===== config.mk =====
export PLATFORM = sky130hd
export DESIGN_NAME = dref_refresh_seq
export DESIGN_NICKNAME = d
export VERILOG_FILES = /design/src/rtl/dref_pkg.sv /design/src/rtl/dref_pacer.sv /design/src/rtl/dref_strobe_gen.sv /design/src/rtl/dref_pulse_ctr.sv /design/src/rtl/dref_refresh_seq.sv
export SDC_FILE = /design/constraint.sdc
export NUM_CORES = 1
export LEC_CHECK = 0
export CORE_UTILIZATION = 52
export DETAILED_ROUTE_END_ITERATION = 7
export MAX_ROUTING_LAYER = met4
export PLACE_DENSITY_LB_ADDON = 0.2
export SYNTH_ARGS = -nofsm -noshare
export SYNTH_HDL_FRONTEND = slang
export SYNTH_SLANG_ARGS = --single-unit

===== constraint.sdc =====
create_clock -name clk -period 2.8 [get_ports clk]
set_input_delay 0.56 -clock clk [delete_from_list [all_inputs] [get_ports clk]]
set_output_delay 0.56 -clock clk [all_outputs]
set_load 0.01 [all_outputs]

===== src/rtl/dref_pkg.sv =====
package dref_pkg;
  typedef enum logic [1:0] {
    PH_PAUSE = 2'd0,
    PH_INIT  = 2'd1,
    PH_RUN   = 2'd2
  } dref_phase_t;

  typedef enum logic [1:0] {
    CY_IDLE = 2'd0,
    CY_CAS  = 2'd1,
    CY_RAS  = 2'd2,
    CY_PRE  = 2'd3
  } dref_cyc_t;
endpackage


===== src/rtl/dref_pacer.sv =====
module dref_pacer
  import dref_pkg::*;
#(
  parameter int PAUSE_CYC    = 62500,
  parameter int INIT_CYCLES  = 8,
  parameter int REFI_CYC     = 1950,
  parameter int MAX_POSTPONE = 8
) (
  input  logic        clk,
  input  logic        rst_n,
  input  logic        start_i,
  input  logic        cyc_idle_i,
  input  logic        long_idle_i,
  output logic        want_o,
  output logic        init_done_o,
  output dref_phase_t phase_o
);
  localparam int PW = $clog2(PAUSE_CYC + 1);
  localparam int IW = $clog2(INIT_CYCLES + 1);
  localparam int TW = $clog2(REFI_CYC + 1);
  localparam int QW = $clog2(MAX_POSTPONE + 1);

  dref_phase_t   phase;
  logic [PW-1:0] pause_cnt;
  logic [IW-1:0] burst_left;
  logic [TW-1:0] refi_cnt;
  logic [QW-1:0] pending;
  logic          expire;
  logic          add_one;

  assign expire  = (refi_cnt == '0);
  assign add_one = expire && !start_i && (pending < QW'(MAX_POSTPONE));

  always_ff @(posedge clk) begin
    if (!rst_n) begin
      phase      <= PH_PAUSE;
      pause_cnt  <= PW'(PAUSE_CYC - 1);
      burst_left <= '0;
      refi_cnt   <= TW'(REFI_CYC - 2);
      pending    <= '0;
    end else begin
      case (phase)
        PH_PAUSE: begin
          if (pause_cnt == '0) begin
            phase      <= PH_INIT;
            burst_left <= IW'(INIT_CYCLES);
          end else begin
            pause_cnt <= pause_cnt - 1'b1;
          end
        end
        PH_INIT: begin
          if (start_i) begin
            burst_left <= burst_left - 1'b1;
            refi_cnt   <= TW'(REFI_CYC - 2);
          end else if ((burst_left == '0) && cyc_idle_i) begin
            phase <= PH_RUN;
          end
        end
        default: begin
          if (long_idle_i) begin
            phase      <= PH_INIT;
            burst_left <= IW'(INIT_CYCLES);
            pending    <= '0;
          end else begin
            if (start_i)      refi_cnt <= TW'(REFI_CYC - 2);
            else if (expire)  refi_cnt <= TW'(REFI_CYC - 1);
            else              refi_cnt <= refi_cnt - 1'b1;
            if (start_i)      pending <= pending - 1'b1;
            else if (add_one) pending <= pending + 1'b1;
          end
        end
      endcase
    end
  end

  assign want_o      = ((phase == PH_INIT) && (burst_left != '0)) ||
                       ((phase == PH_RUN) && (pending != '0));
  assign init_done_o = (phase == PH_RUN);
  assign phase_o     = phase;

  p_quiet_pause_r2: assert property (@(posedge clk) disable iff (!rst_n)
    (phase == PH_PAUSE) |-> (!want_o && !start_i));

  p_done_after_burst_r3: assert property (@(posedge clk) disable iff (!rst_n)
    $rose(init_done_o) |-> ($past(burst_left) == '0 && $past(cyc_idle_i)));

  p_postpone_cap_r8: assert property (@(posedge clk) disable iff (!rst_n)
    pending <= QW'(MAX_POSTPONE));

  p_idle_restart_r9: assert property (@(posedge clk) disable iff (!rst_n)
    (init_done_o && long_idle_i) |=> (!init_done_o && want_o));
endmodule


===== src/rtl/dref_strobe_gen.sv =====
module dref_strobe_gen
  import dref_pkg::*;
#(
  parameter int CAS_LEAD  = 2,
  parameter int RAS_CYC   = 8,
  parameter int PRE_CYC   = 5,
  parameter int CAS_LANES = 4
) (
  input  logic                 clk,
  input  logic                 rst_n,
  input  logic                 want_i,
  input  logic                 grant_i,
  output logic                 start_o,
  output logic                 idle_o,
  output logic                 ras_rise_o,
  output logic                 ras_n_o,
  output logic [CAS_LANES-1:0] cas_n_o
);
  localparam int MX1 = (CAS_LEAD > RAS_CYC) ? CAS_LEAD : RAS_CYC;
  localparam int MXC = (MX1 > PRE_CYC) ? MX1 : PRE_CYC;
  localparam int CW  = $clog2(MXC + 1);

  dref_cyc_t     state;
  logic [CW-1:0] tcnt;
  logic          cas_low;
  logic          tdone;

  assign tdone   = (tcnt == '0);
  assign idle_o  = (state == CY_IDLE);
  assign start_o = idle_o && want_i && grant_i;

  always_ff @(posedge clk) begin
    if (!rst_n) begin
      state <= CY_IDLE;
      tcnt  <= '0;
    end else begin
      case (state)
        CY_IDLE: if (start_o) begin
          state <= CY_CAS;
          tcnt  <= CW'(CAS_LEAD - 1);
        end
        CY_CAS: if (tdone) begin
          state <= CY_RAS;
          tcnt  <= CW'(RAS_CYC - 1);
        end else tcnt <= tcnt - 1'b1;
        CY_RAS: if (tdone) begin
          state <= CY_PRE;
          tcnt  <= CW'(PRE_CYC - 1);
        end else tcnt <= tcnt - 1'b1;
        default: if (tdone) state <= CY_IDLE;
                 else       tcnt  <= tcnt - 1'b1;
      endcase
    end
  end

  assign cas_low    = (state == CY_CAS) || (state == CY_RAS);
  assign ras_n_o    = (state != CY_RAS);
  assign ras_rise_o = (state == CY_RAS) && tdone;

  for (genvar g = 0; g < CAS_LANES; g++) begin : g_lane
    assign cas_n_o[g] = !cas_low;
  end

  logic [CW:0] chk_low_len;
  logic [CW:0] chk_cas_len;
  always_ff @(posedge clk) begin
    if (!rst_n) begin
      chk_low_len <= '0;
      chk_cas_len <= '0;
    end else begin
      chk_low_len <= ras_n_o ? '0 : chk_low_len + 1'b1;
      chk_cas_len <= (cas_n_o == '0 && ras_n_o) ? chk_cas_len + 1'b1 : '0;
    end
  end

  p_ras_needs_cas_r4: assert property (@(posedge clk) disable iff (!rst_n)
    !ras_n_o |-> (cas_n_o == '0));

  p_cas_lead_r4: assert property (@(posedge clk) disable iff (!rst_n)
    $fell(ras_n_o) |-> (chk_cas_len == (CW+1)'(CAS_LEAD)));

  p_ras_width_r5: assert property (@(posedge clk) disable iff (!rst_n)
    $rose(ras_n_o) |-> (chk_low_len == (CW+1)'(RAS_CYC)));

  p_start_granted_r7: assert property (@(posedge clk) disable iff (!rst_n)
    (state == CY_CAS && $past(state) == CY_IDLE) |-> $past(grant_i));
endmodule


===== src/rtl/dref_pulse_ctr.sv =====
module dref_pulse_ctr #(
  parameter int CNT_W = 16
) (
  input  logic             clk,
  input  logic             rst_n,
  input  logic             pulse_i,
  output logic [CNT_W-1:0] count_o
);
  always_ff @(posedge clk) begin
    if (!rst_n)       count_o <= '0;
    else if (pulse_i) count_o <= count_o + 1'b1;
  end
endmodule


===== src/rtl/dref_refresh_seq.sv =====
module dref_refresh_seq
  import dref_pkg::*;
#(
  parameter int PAUSE_CYC    = 62500,
  parameter int INIT_CYCLES  = 8,
  parameter int REFI_CYC     = 1950,
  parameter int CAS_LEAD     = 2,
  parameter int RAS_CYC      = 8,
  parameter int PRE_CYC      = 5,
  parameter int MAX_POSTPONE = 8,
  parameter int CAS_LANES    = 4,
  parameter int CNT_W        = 16
) (
  input  logic                 clk,
  input  logic                 rst_n,
  input  logic                 grant_i,
  input  logic                 long_idle_i,
  output logic                 req_o,
  output logic                 ras_n_o,
  output logic [CAS_LANES-1:0] cas_n_o,
  output logic                 we_n_o,
  output logic                 init_done_o,
  output logic [CNT_W-1:0]     refresh_count_o
);
  logic        want;
  logic        start;
  logic        cyc_idle;
  logic        ras_rise;
  dref_phase_t phase;

  dref_pacer #(
    .PAUSE_CYC(PAUSE_CYC), .INIT_CYCLES(INIT_CYCLES),
    .REFI_CYC(REFI_CYC), .MAX_POSTPONE(MAX_POSTPONE)
  ) u_pacer (
    .clk(clk), .rst_n(rst_n), .start_i(start), .cyc_idle_i(cyc_idle),
    .long_idle_i(long_idle_i), .want_o(want), .init_done_o(init_done_o),
    .phase_o(phase)
  );

  dref_strobe_gen #(
    .CAS_LEAD(CAS_LEAD), .RAS_CYC(RAS_CYC), .PRE_CYC(PRE_CYC),
    .CAS_LANES(CAS_LANES)
  ) u_strobe (
    .clk(clk), .rst_n(rst_n), .want_i(want), .grant_i(grant_i),
    .start_o(start), .idle_o(cyc_idle), .ras_rise_o(ras_rise),
    .ras_n_o(ras_n_o), .cas_n_o(cas_n_o)
  );

  dref_pulse_ctr #(.CNT_W(CNT_W)) u_count (
    .clk(clk), .rst_n(rst_n), .pulse_i(ras_rise), .count_o(refresh_count_o)
  );

  assign req_o  = want || !cyc_idle;
  assign we_n_o = 1'b1;

  p_pause_strobes_r2: assert property (@(posedge clk) disable iff (!rst_n)
    (phase == PH_PAUSE) |-> (ras_n_o && (&cas_n_o) && !req_o));

  p_strobes_owned_r7: assert property (@(posedge clk) disable iff (!rst_n)
    !req_o |-> (ras_n_o && (&cas_n_o)));

  p_count_step_r10: assert property (@(posedge clk) disable iff (!rst_n)
    $rose(ras_n_o) |-> (refresh_count_o == CNT_W'($past(refresh_count_o) + 1'b1)));
endmodule


==> impl_results.html, run 1 <==
<table>
<tr><th>Metric</th><th>Value</th></tr>
<tr><th colspan="2">Clocking</th></tr>
<tr><td>Hold-fix buffer count after cts</td><td>0</td></tr>
<tr><td>Clk buf depth</td><td>2</td></tr>
<tr><td>Setup bufs post-CTS</td><td>0</td></tr>
<tr><td>Clock buffers created by TritonCTS</td><td>9</td></tr>
<tr><td>CTS tree</td><td>built</td></tr>
<tr><td>Latest clock arrival within the worst-skew pair</td><td>0.34 ns</td></tr>
<tr><td>Clock H-tree levels</td><td>3</td></tr>
<tr><td>Clock root buffer</td><td>sky130_fd_sc_hd__clkbuf_8</td></tr>
<tr><td>CTS clock-pin slew for the worst setup and hold paths</td><td>0.07 ns</td></tr>
<tr><td>Number of sinks handled by clock tree synthesis</td><td>59</td></tr>
<tr><th colspan="2">Synthesis</th></tr>
<tr><td>Asr flop ratio synth</td><td>0%</td></tr>
<tr><td>Top cells by area in the synthesized netlist</td><td>sky130_fd_sc_hd__dfxtp_1 38%, sky130_fd_sc_hd__ha_1 5.3%, sky130_fd_sc_hd__a21oi_1 4.4%</td></tr>
<tr><td>Proportion of netlist area held by the largest area contributor</td><td>38.2%</td></tr>
<tr><td>Primary FF master, synth</td><td>sky130_fd_sc_hd__dfxtp_1</td></tr>
<tr><td>Most repeated cell in the gate-level netlist after synthesis</td><td>sky130_fd_sc_hd__dfxtp_1</td></tr>
<tr><td>Number of distinct library cells after synthesis</td><td>56</td></tr>
<tr><td>Synthesized Nets</td><td>387</td></tr>
<tr><td>Synthesized area divided by synthesized cell count</td><td>8.36 um^2</td></tr>
<tr><td>Count of flip-flops with a built-in enable after synthesis</td><td>0</td></tr>
<tr><td>Netlist area before placement</td><td>3090 um^2</td></tr>
<tr><td>Flip-flop and latch count after synthesis</td><td>59</td></tr>
<tr><td>Largest area contributor in the synthesized netlist</td><td>sky130_fd_sc_hd__dfxtp_1</td></tr>
<tr><td>Sequential cell area fraction in the yosys report</td><td>38.2%</td></tr>
<tr><td>Syn Inst Count</td><td>370</td></tr>
<tr><td>Commonest cells in the synthesized netlist</td><td>59 x sky130_fd_sc_hd__dfxtp_1, 29 x sky130_fd_sc_hd__nor2_1, 28 x sky130_fd_sc_hd__nand2_1</td></tr>
<tr><td>Yosys synthesis warning count</td><td>0</td></tr>
<tr><th colspan="2">Cells and area</th></tr>
<tr><td>Area growth from synthesis to layout</td><td>18.6%</td></tr>
<tr><td>Fin nets</td><td>420</td></tr>
<tr><td>Layout cells sized above 1</td><td>10.3%</td></tr>
<tr><td>Post-layout utilization of the core</td><td>65.4%</td></tr>
<tr><td>Antenna diode count</td><td>0</td></tr>
<tr><td>Filler-free cell count of the finished design</td><td>480</td></tr>
<tr><th colspan="2">Global route</th></tr>
<tr><td>Total global-route track usage</td><td>23.6%</td></tr>
<tr><td>Largest net degree at the start of global routing</td><td>32</td></tr>
<tr><td>Remaining global-route overflow</td><td>0</td></tr>
<tr><td>Vias in the first global route</td><td>2600</td></tr>
<tr><td>First-pass GRT wire length</td><td>11400 um</td></tr>
<tr><td>Number of antenna violations at the first check in global routing</td><td>0</td></tr>
<tr><th colspan="2">Detailed routing</th></tr>
<tr><td>Number of vias per cell after detailed routing</td><td>5.80</td></tr>
<tr><td>Initial drt markers</td><td>176</td></tr>
<tr><td>Antenna-violating nets left</td><td>0</td></tr>
<tr><td>Total Routed Length</td><td>6470 um</td></tr>
<tr><td>Via total after detailed routing</td><td>2785</td></tr>
<tr><td>Average routed wire per standard cell</td><td>13.5 um</td></tr>
<tr><td>Residual DRC count</td><td>0</td></tr>
<tr><td>First-pass detailed-route iteration total</td><td>4</td></tr>
<tr><th colspan="2">Die</th></tr>
<tr><td>Die Ht</td><td>79.1 um</td></tr>
<tr><td>Core outline area</td><td>5610 um^2</td></tr>
<tr><td>Die X-Extent</td><td>79.1 um</td></tr>
<tr><td>Number of ports placed on the die boundary</td><td>28</td></tr>
<tr><td>Die ar.</td><td>6260 um^2</td></tr>
<tr><td>Starting density of the core</td><td>55.2%</td></tr>
<tr><td>Number of placement rows</td><td>27</td></tr>
<tr><th colspan="2">Setup path</th></tr>
<tr><td>Crit path kind</td><td>flip-flop to flip-flop</td></tr>
<tr><td>Slowest stage cell, crit path</td><td>sky130_fd_sc_hd__or3b_4</td></tr>
<tr><td>Kind of cell adding the most delay to the critical path</td><td>simple AND/OR/NAND/NOR gates</td></tr>
<tr><td>Peak fanout along the critical path</td><td>4</td></tr>
<tr><td>Slowest Stage Delay on Critical Path</td><td>0.40 ns</td></tr>
<tr><td>Crit path capture type</td><td>flip-flop</td></tr>
<tr><td>Number of buffers and inverters on the critical path</td><td>2</td></tr>
<tr><td>Cells traversed along the worst timing path</td><td>inv_1 -&gt; ha_1 -&gt; or3b_4 -&gt; a22o_2 -&gt; nand2_1 -&gt; inv_1 -&gt; ha_1 -&gt; a31oi_1 -&gt; or4_1 -&gt; a211o_1 -&gt; a21oi_1</td></tr>
<tr><td>Required time at the worst-slack endpoint</td><td>3.07 ns</td></tr>
<tr><td>Critical Path AT</td><td>2.89 ns</td></tr>
<tr><td>Nature of the critical path startpoint</td><td>flip-flop</td></tr>
<tr><th colspan="2">Timing</th></tr>
<tr><td>Worst-case clock skew</td><td>0.0134 ns</td></tr>
<tr><td>Period utilization</td><td>93.6%</td></tr>
<tr><td>Worst relative slew slack</td><td>31.1%</td></tr>
<tr><td>Post-route minimum period</td><td>2.62 ns</td></tr>
<tr><td>Maximum clock rate</td><td>381 MHz</td></tr>
<tr><td>Pin slew with the least headroom to its limit</td><td>1.02 ns</td></tr>
<tr><td>Number of pins exceeding their max-slew limit in the final report</td><td>0</td></tr>
<tr><td>Final hold slack</td><td>0.472 ns</td></tr>
<tr><td>Final-layout setup total negative slack</td><td>0 ns</td></tr>
<tr><td>Final Setup Violations</td><td>0</td></tr>
<tr><td>Hold Vio Cnt, Final</td><td>0</td></tr>
<tr><td>Final critical-path setup slack</td><td>0.179 ns</td></tr>
<tr><td>Unrepaired setup endpoints after global routing</td><td>false</td></tr>
<tr><th colspan="2">Placed design</th></tr>
<tr><td>Placement-stage worst setup slack</td><td>0.0949 ns</td></tr>
<tr><td>Placed insts</td><td>464</td></tr>
<tr><td>Routability congestion estimate</td><td>0.848</td></tr>
<tr><td>Number of buffer cells added on primary ports</td><td>26</td></tr>
<tr><td>Total half-perimeter wirelength after legalization and detailed placement</td><td>4510 um</td></tr>
<tr><th colspan="2">Power</th></tr>
<tr><td>Max VDD drop</td><td>0.380 mV</td></tr>
<tr><td>Lkg Pwr</td><td>1.30 nW</td></tr>
<tr><td>Pwr Density</td><td>690 nW/um^2</td></tr>
<tr><th colspan="2">Worst hold path</th></tr>
<tr><td>Hold WC Path Type</td><td>flip-flop to flip-flop</td></tr>
<tr><th colspan="2">Outcome</th></tr>
<tr><td>Outcome</td><td>finished clean</td></tr>
<tr><th colspan="2">Flow run</th></tr>
<tr><td>Maximum capacitance violations</td><td>0</td></tr>
</table>
==> area by class of cell <==
class	count	area, um^2
Tap cell	72	90.1
Timing Repair Buffer	38	349
Inverter	21	78.8
Clock inverter	4	75.1
Fill cell	498	1940
Sequential cell	59	1180
Clock buffer	12	135
Multi-Input combinational cell	274	1760
==> layout by cell type, fill, tap and decap left out, types with 13 or more instances in the layout <==
| master | synthesis | final |
|---|---|---|
| sky130_fd_sc_hd__inv_1 | 20 | 20 |
| sky130_fd_sc_hd__xor2_1 | 14 | 14 |
| sky130_fd_sc_hd__o21ai_0 | 22 | 22 |
| sky130_fd_sc_hd__nand2_1 | 28 | 28 |
| sky130_fd_sc_hd__dfxtp_1 | 59 | 59 |
| sky130_fd_sc_hd__clkdlybuf4s50_1 | 0 | 25 |
| sky130_fd_sc_hd__nor2_1 | 29 | 29 |
| sky130_fd_sc_hd__a21oi_1 | 27 | 27 |
| sky130_fd_sc_hd__nand3_1 | 18 | 18 |
| sky130_fd_sc_hd__nand4_1 | 14 | 14 |
| sky130_fd_sc_hd__ha_1 | 13 | 13 |
==> layer usage <==
| metal | wire length [um] | track usage (%) |
|---|---|---|
| met1 | 3040 | 27.9 |
| met3 | 336 | 5.63 |
| met2 | 3010 | 39.0 |
| met4 | 78 | 8.73 |
| met5 | 0 | - |
==> report_power, final <==
group	internal [mW]	switching, mW	leakage (nW)	total [mW]
clock network	0.502	0.339	0.0968	0.842
registers	0.912	0.0839	0.477	0.996
logic	0.308	0.386	0.724	0.694
==> path summary, 6_finish.rpt <==
check	startpoint	end	slack (ns)	depth (start not counted)
setup / recovery	u_pacer.burst_left[1]	u_pacer.pending[3]	0.18	11
hold / removal	u_strobe.tcnt[1]	u_strobe.tcnt[1]	0.47	2
setup reg to reg	u_pacer.burst_left[1]	u_pacer.pending[3]	0.18	11
hold reg to reg	u_strobe.tcnt[1]	u_strobe.tcnt[1]	0.47	2
==> state kept, by name, indices dropped and copies added, names as in the netlist <==
name                cells
u_pacer.refi_cnt       11
u_count.count_o        16
u_strobe.tcnt           4
u_pacer.phase_o         2
u_pacer.pause_cnt      16
u_strobe.state          2
u_pacer.pending         4
u_pacer.burst_left      4
==> repair_timing <==
action / 4_1_cts / 5_1_grt
resized for setup: 1 / 1
endpoints found under the setup margin: 1 / 1
pin swaps: 0 / 0
==> worst register-to-register path, stage by stage, from the launching register on <==
cell,delay (ns)
sky130_fd_sc_hd__dfxtp_1,0.31
sky130_fd_sc_hd__inv_1,0.09
sky130_fd_sc_hd__ha_1,0.16
sky130_fd_sc_hd__or3b_4,0.40
sky130_fd_sc_hd__a22o_2,0.28
sky130_fd_sc_hd__nand2_1,0.08
sky130_fd_sc_hd__inv_1,0.04
sky130_fd_sc_hd__ha_1,0.30
sky130_fd_sc_hd__a31oi_1,0.08
sky130_fd_sc_hd__or4_1,0.40
sky130_fd_sc_hd__a211o_1,0.31
sky130_fd_sc_hd__a21oi_1,0.12
==> per-stage QoR <==
stage / power (mW) / instance area [um^2]
3_3_place_gp: 1.68 / 3460
4_1_cts: 2.54 / 3670
3_5_place_dp: 1.70 / 3460
6_report: 2.53 / 3670
5_1_grt: 2.68 / 3670
2_1_floorplan: 1.50 / 3090
==> cells by family (layout without fill, tap and decap cells) <==
logic type / after synthesis / count (layout) / synth area share [%]
buf+inv: 37 / 75 / 5.02
fa+ha+maj: 13 / 13 / 5.26
mux: 7 / 7 / 2.39
flops: 59 / 59 / 38.2
simple gates: 151 / 151 / 26.9
compound gates: 81 / 81 / 16.2
xor+xnor: 21 / 21 / 5.95
other cells: 1 / 1 / 0.121
Power figures use the tool's default switching activity.
==> run 2, diff against run 1 <==
==> constraint.sdc (replaced) <==
create_clock -name clk -period 2.8 [get_ports clk]
set_input_delay 0.56 -clock clk [delete_from_list [all_inputs] [get_ports clk]]
set_output_delay 0.56 -clock clk [all_outputs]
set_load 0.1 [all_outputs]
==> run 2 against run 1 <==
Maximum frequency shrank 0.98%. Non-clock buffer count down 2. Final cell count decreased by 0.42%. Die area unchanged. Flip-flop and latch count unchanged. Worst setup slack got worse by 0.026 ns. Clock skew fell by 0.0054 ns. Power is 15% higher. Largest cell class unchanged. Largest power group unchanged.
==> impl_results.html, run 2 (same netlist as run 1, synthesis figures left out) <==
<table>
<tr><th>Metric</th><th>Value</th></tr>
<tr><th colspan="2">Outcome</th></tr>
<tr><td>Outcome</td><td>finished clean</td></tr>
<tr><th colspan="2">Setup path</th></tr>
<tr><td>Peak fanout along the critical path</td><td>4 (unchanged)</td></tr>
<tr><td>Cells traversed along the worst timing path</td><td>inv_1 -&gt; ha_1 -&gt; or3b_4 -&gt; a22o_2 -&gt; nand2_1 -&gt; inv_1 -&gt; ha_1 -&gt; a31oi_1 -&gt; or4_1 -&gt; a211o_1 -&gt; a21oi_1</td></tr>
<tr><td>Crit path kind</td><td>flip-flop to flip-flop</td></tr>
<tr><td>Kind of cell adding the most delay to the critical path</td><td>simple AND/OR/NAND/NOR gates</td></tr>
<tr><td>Critical Path AT</td><td>2.91 ns (+0.02 ns)</td></tr>
<tr><td>Slowest stage cell, crit path</td><td>sky130_fd_sc_hd__or3b_4</td></tr>
<tr><td>Required time at the worst-slack endpoint</td><td>3.07 ns (about the same)</td></tr>
<tr><td>Nature of the critical path startpoint</td><td>flip-flop</td></tr>
<tr><td>Number of buffers and inverters on the critical path</td><td>2 (unchanged)</td></tr>
<tr><td>Crit path capture type</td><td>flip-flop</td></tr>
<tr><td>Slowest Stage Delay on Critical Path</td><td>0.40 ns (about the same)</td></tr>
<tr><th colspan="2">Clocking</th></tr>
<tr><td>Number of sinks handled by clock tree synthesis</td><td>59 (unchanged)</td></tr>
<tr><td>Latest clock arrival within the worst-skew pair</td><td>0.34 ns (about the same)</td></tr>
<tr><td>CTS clock-pin slew for the worst setup and hold paths</td><td>0.07 ns (about the same)</td></tr>
<tr><td>Count of cells resized by post-cts repair</td><td>0 (-1)</td></tr>
<tr><td>Hold-fix buffer count after cts</td><td>0 (unchanged)</td></tr>
<tr><td>CTS tree</td><td>built</td></tr>
<tr><td>Clock root buffer</td><td>sky130_fd_sc_hd__clkbuf_8</td></tr>
<tr><td>Clk buf depth</td><td>2 (unchanged)</td></tr>
<tr><td>Setup bufs post-CTS</td><td>0 (unchanged)</td></tr>
<tr><td>Clock H-tree levels</td><td>3 (unchanged)</td></tr>
<tr><td>Clock buffers created by TritonCTS</td><td>9 (unchanged)</td></tr>
<tr><th colspan="2">Timing</th></tr>
<tr><td>Post-route minimum period</td><td>2.65 ns (+0.0258 ns)</td></tr>
<tr><td>Number of pins exceeding their max-slew limit in the final report</td><td>0 (unchanged)</td></tr>
<tr><td>Pin slew with the least headroom to its limit</td><td>1.06 ns (+0.0409 ns)</td></tr>
<tr><td>Unrepaired setup endpoints after global routing</td><td>false</td></tr>
<tr><td>Worst-case clock skew</td><td>0.00802 ns (-0.00539 ns)</td></tr>
<tr><td>Worst relative slew slack</td><td>28.3% (-2.8 points)</td></tr>
<tr><td>Maximum clock rate</td><td>378 MHz (-0.98%)</td></tr>
<tr><td>Final critical-path setup slack</td><td>0.153 ns (-0.0258 ns)</td></tr>
<tr><td>Final hold slack</td><td>0.485 ns (+0.0126 ns)</td></tr>
<tr><td>Final Setup Violations</td><td>0 (unchanged)</td></tr>
<tr><td>Hold Vio Cnt, Final</td><td>0 (unchanged)</td></tr>
<tr><td>Period utilization</td><td>94.5% (+0.92 points)</td></tr>
<tr><th colspan="2">Die</th></tr>
<tr><td>Starting density of the core</td><td>55.2% (unchanged)</td></tr>
<tr><td>Die Ht</td><td>79.1 um (unchanged)</td></tr>
<tr><td>Core outline area</td><td>5610 um^2 (unchanged)</td></tr>
<tr><td>Die ar.</td><td>6260 um^2 (unchanged)</td></tr>
<tr><td>Number of placement rows</td><td>27 (unchanged)</td></tr>
<tr><td>Die X-Extent</td><td>79.1 um (unchanged)</td></tr>
<tr><td>Number of ports placed on the die boundary</td><td>28 (unchanged)</td></tr>
<tr><th colspan="2">Global route</th></tr>
<tr><td>Remaining global-route overflow</td><td>0 (unchanged)</td></tr>
<tr><td>Vias in the first global route</td><td>2573 (-1.0%)</td></tr>
<tr><td>Total global-route track usage</td><td>23.1% (-0.46 points)</td></tr>
<tr><td>Largest net degree at the start of global routing</td><td>35 (+9.4%)</td></tr>
<tr><td>First-pass GRT wire length</td><td>11200 um (-1.5%)</td></tr>
<tr><td>Number of antenna violations at the first check in global routing</td><td>0 (unchanged)</td></tr>
<tr><th colspan="2">Power</th></tr>
<tr><td>Pwr Density</td><td>799 nW/um^2 (+16%)</td></tr>
<tr><td>Lkg Pwr</td><td>1.35 nW (+4.0%)</td></tr>
<tr><td>Power Total</td><td>2.92 mW (+15%)</td></tr>
<tr><td>Max VDD drop</td><td>0.498 mV (+31%)</td></tr>
<tr><th colspan="2">Cells and area</th></tr>
<tr><td>Most common cell after layout, fill and taps aside</td><td>sky130_fd_sc_hd__dfxtp_1</td></tr>
<tr><td>Commonest non-fill, non-tap cells in the layout</td><td>59 x sky130_fd_sc_hd__dfxtp_1, 32 x sky130_fd_sc_hd__buf_4, 29 x sky130_fd_sc_hd__nor2_1</td></tr>
<tr><td>Area growth from synthesis to layout</td><td>18.0%</td></tr>
<tr><td>Area taken by multi-input logic gates</td><td>1770 um^2 (+0.43%)</td></tr>
<tr><td>Antenna diode count</td><td>0 (unchanged)</td></tr>
<tr><td>Fill cell total of the finished layout</td><td>505 (+1.4%)</td></tr>
<tr><td>Area of all sequential standard cells</td><td>1180 um^2 (unchanged)</td></tr>
<tr><td>Post-layout utilization of the core</td><td>65.1% (-0.36 points)</td></tr>
<tr><td>Registers with the most flip-flops</td><td>u_count.count_o (16), u_pacer.pause_cnt (16), u_pacer.refi_cnt (11)</td></tr>
<tr><td>Layout cells sized above 1</td><td>16.3% (+6.0 points)</td></tr>
<tr><td>Fin nets</td><td>418 (-0.48%)</td></tr>
<tr><th colspan="2">Detailed routing</th></tr>
<tr><td>Initial drt markers</td><td>205 (+16%)</td></tr>
<tr><td>Average routed wire per standard cell</td><td>13.7 um (+1.9%)</td></tr>
<tr><td>Residual DRC count</td><td>0 (unchanged)</td></tr>
<tr><td>Total Routed Length</td><td>6560 um (+1.5%)</td></tr>
<tr><td>Antenna-violating nets left</td><td>0 (unchanged)</td></tr>
<tr><td>Via total after detailed routing</td><td>2805 (+0.72%)</td></tr>
<tr><td>Number of vias per cell after detailed routing</td><td>5.87 (+1.1%)</td></tr>
<tr><td>First-pass detailed-route iteration total</td><td>5 (+1)</td></tr>
<tr><th colspan="2">Placed design</th></tr>
<tr><td>Total half-perimeter wirelength after legalization and detailed placement</td><td>4520 um (+0.14%)</td></tr>
<tr><td>Routability congestion estimate</td><td>0.885 (+4.3%)</td></tr>
<tr><td>Number of buffer cells added on primary ports</td><td>26 (unchanged)</td></tr>
<tr><td>Placement-stage worst setup slack</td><td>-0.0285 ns (-0.123 ns)</td></tr>
<tr><th colspan="2">Flow run</th></tr>
<tr><td>Maximum capacitance violations</td><td>0 (unchanged)</td></tr>
<tr><th colspan="2">Worst hold path</th></tr>
<tr><td>Hold WC Path Type</td><td>flip-flop to flip-flop</td></tr>
</table>
[run 2: cell count changes in the layout (fill, tap and decap cells not counted), sizes merged]
cell           delta
bufinv            +1
clkinv            +2
clkinvlp          -2
dlygate4sd2       -1
clkbuf            -1
clkdlybuf4s50    -22
buf              +21
[run 2: final timing paths]
check                                           start            endpoint  slack [ns]  depth (start not counted)
worst max-delay path            u_pacer.burst_left[1]  u_pacer.pending[3]        0.15                         11
worst min-delay path                 u_strobe.tcnt[1]    u_strobe.tcnt[1]        0.48                          2
worst max register to register  u_pacer.burst_left[1]  u_pacer.pending[3]        0.15                         11
worst min register to register       u_strobe.tcnt[1]    u_strobe.tcnt[1]        0.48                          2
[run 2: layer usage]
metal / global-route usage [%] / share of wire (%)
met1: 27.0 / 47
met2: 38.1 / 47
met3: 6.78 / 5.2
met4: 7.64 / 0.90
met5: - / 0
[run 2: metrics by stage]
stage | setup TNS [ns] | cells | cell area (um^2)
finish | 0 | 478 | 3650
detailed placement | -0.0285 | 462 | 3400
CTS | 0 | 478 | 3650
global route | 0 | 478 | 3650
global placement | 0 | 462 | 3400
floorplan | 0 | 370 | 3100
[run 2: tightest hold or removal path, stage by stage (launching register included)]
cell and delay (ns):
sky130_fd_sc_hd__dfxtp_1 0.32, sky130_fd_sc_hd__nand2_1 0.06, sky130_fd_sc_hd__a21oi_1 0.06
[run 2: where the power goes]
group / switching (mW) / internal (mW)
Clock: 0.341 / 0.613
Combinational: 0.643 / 0.321
Sequential: 0.0865 / 0.913
[run 2: cell type report]
class | instances | area share (%)
multi-input cells | 274 | 48.4
flip-flops and latches | 59 | 32.4
repair buffers | 36 | 7.96
clock buffers | 11 | 3.88
clock inverters | 5 | 2.74
well taps | 72 | 2.47
inverters | 21 | 2.16
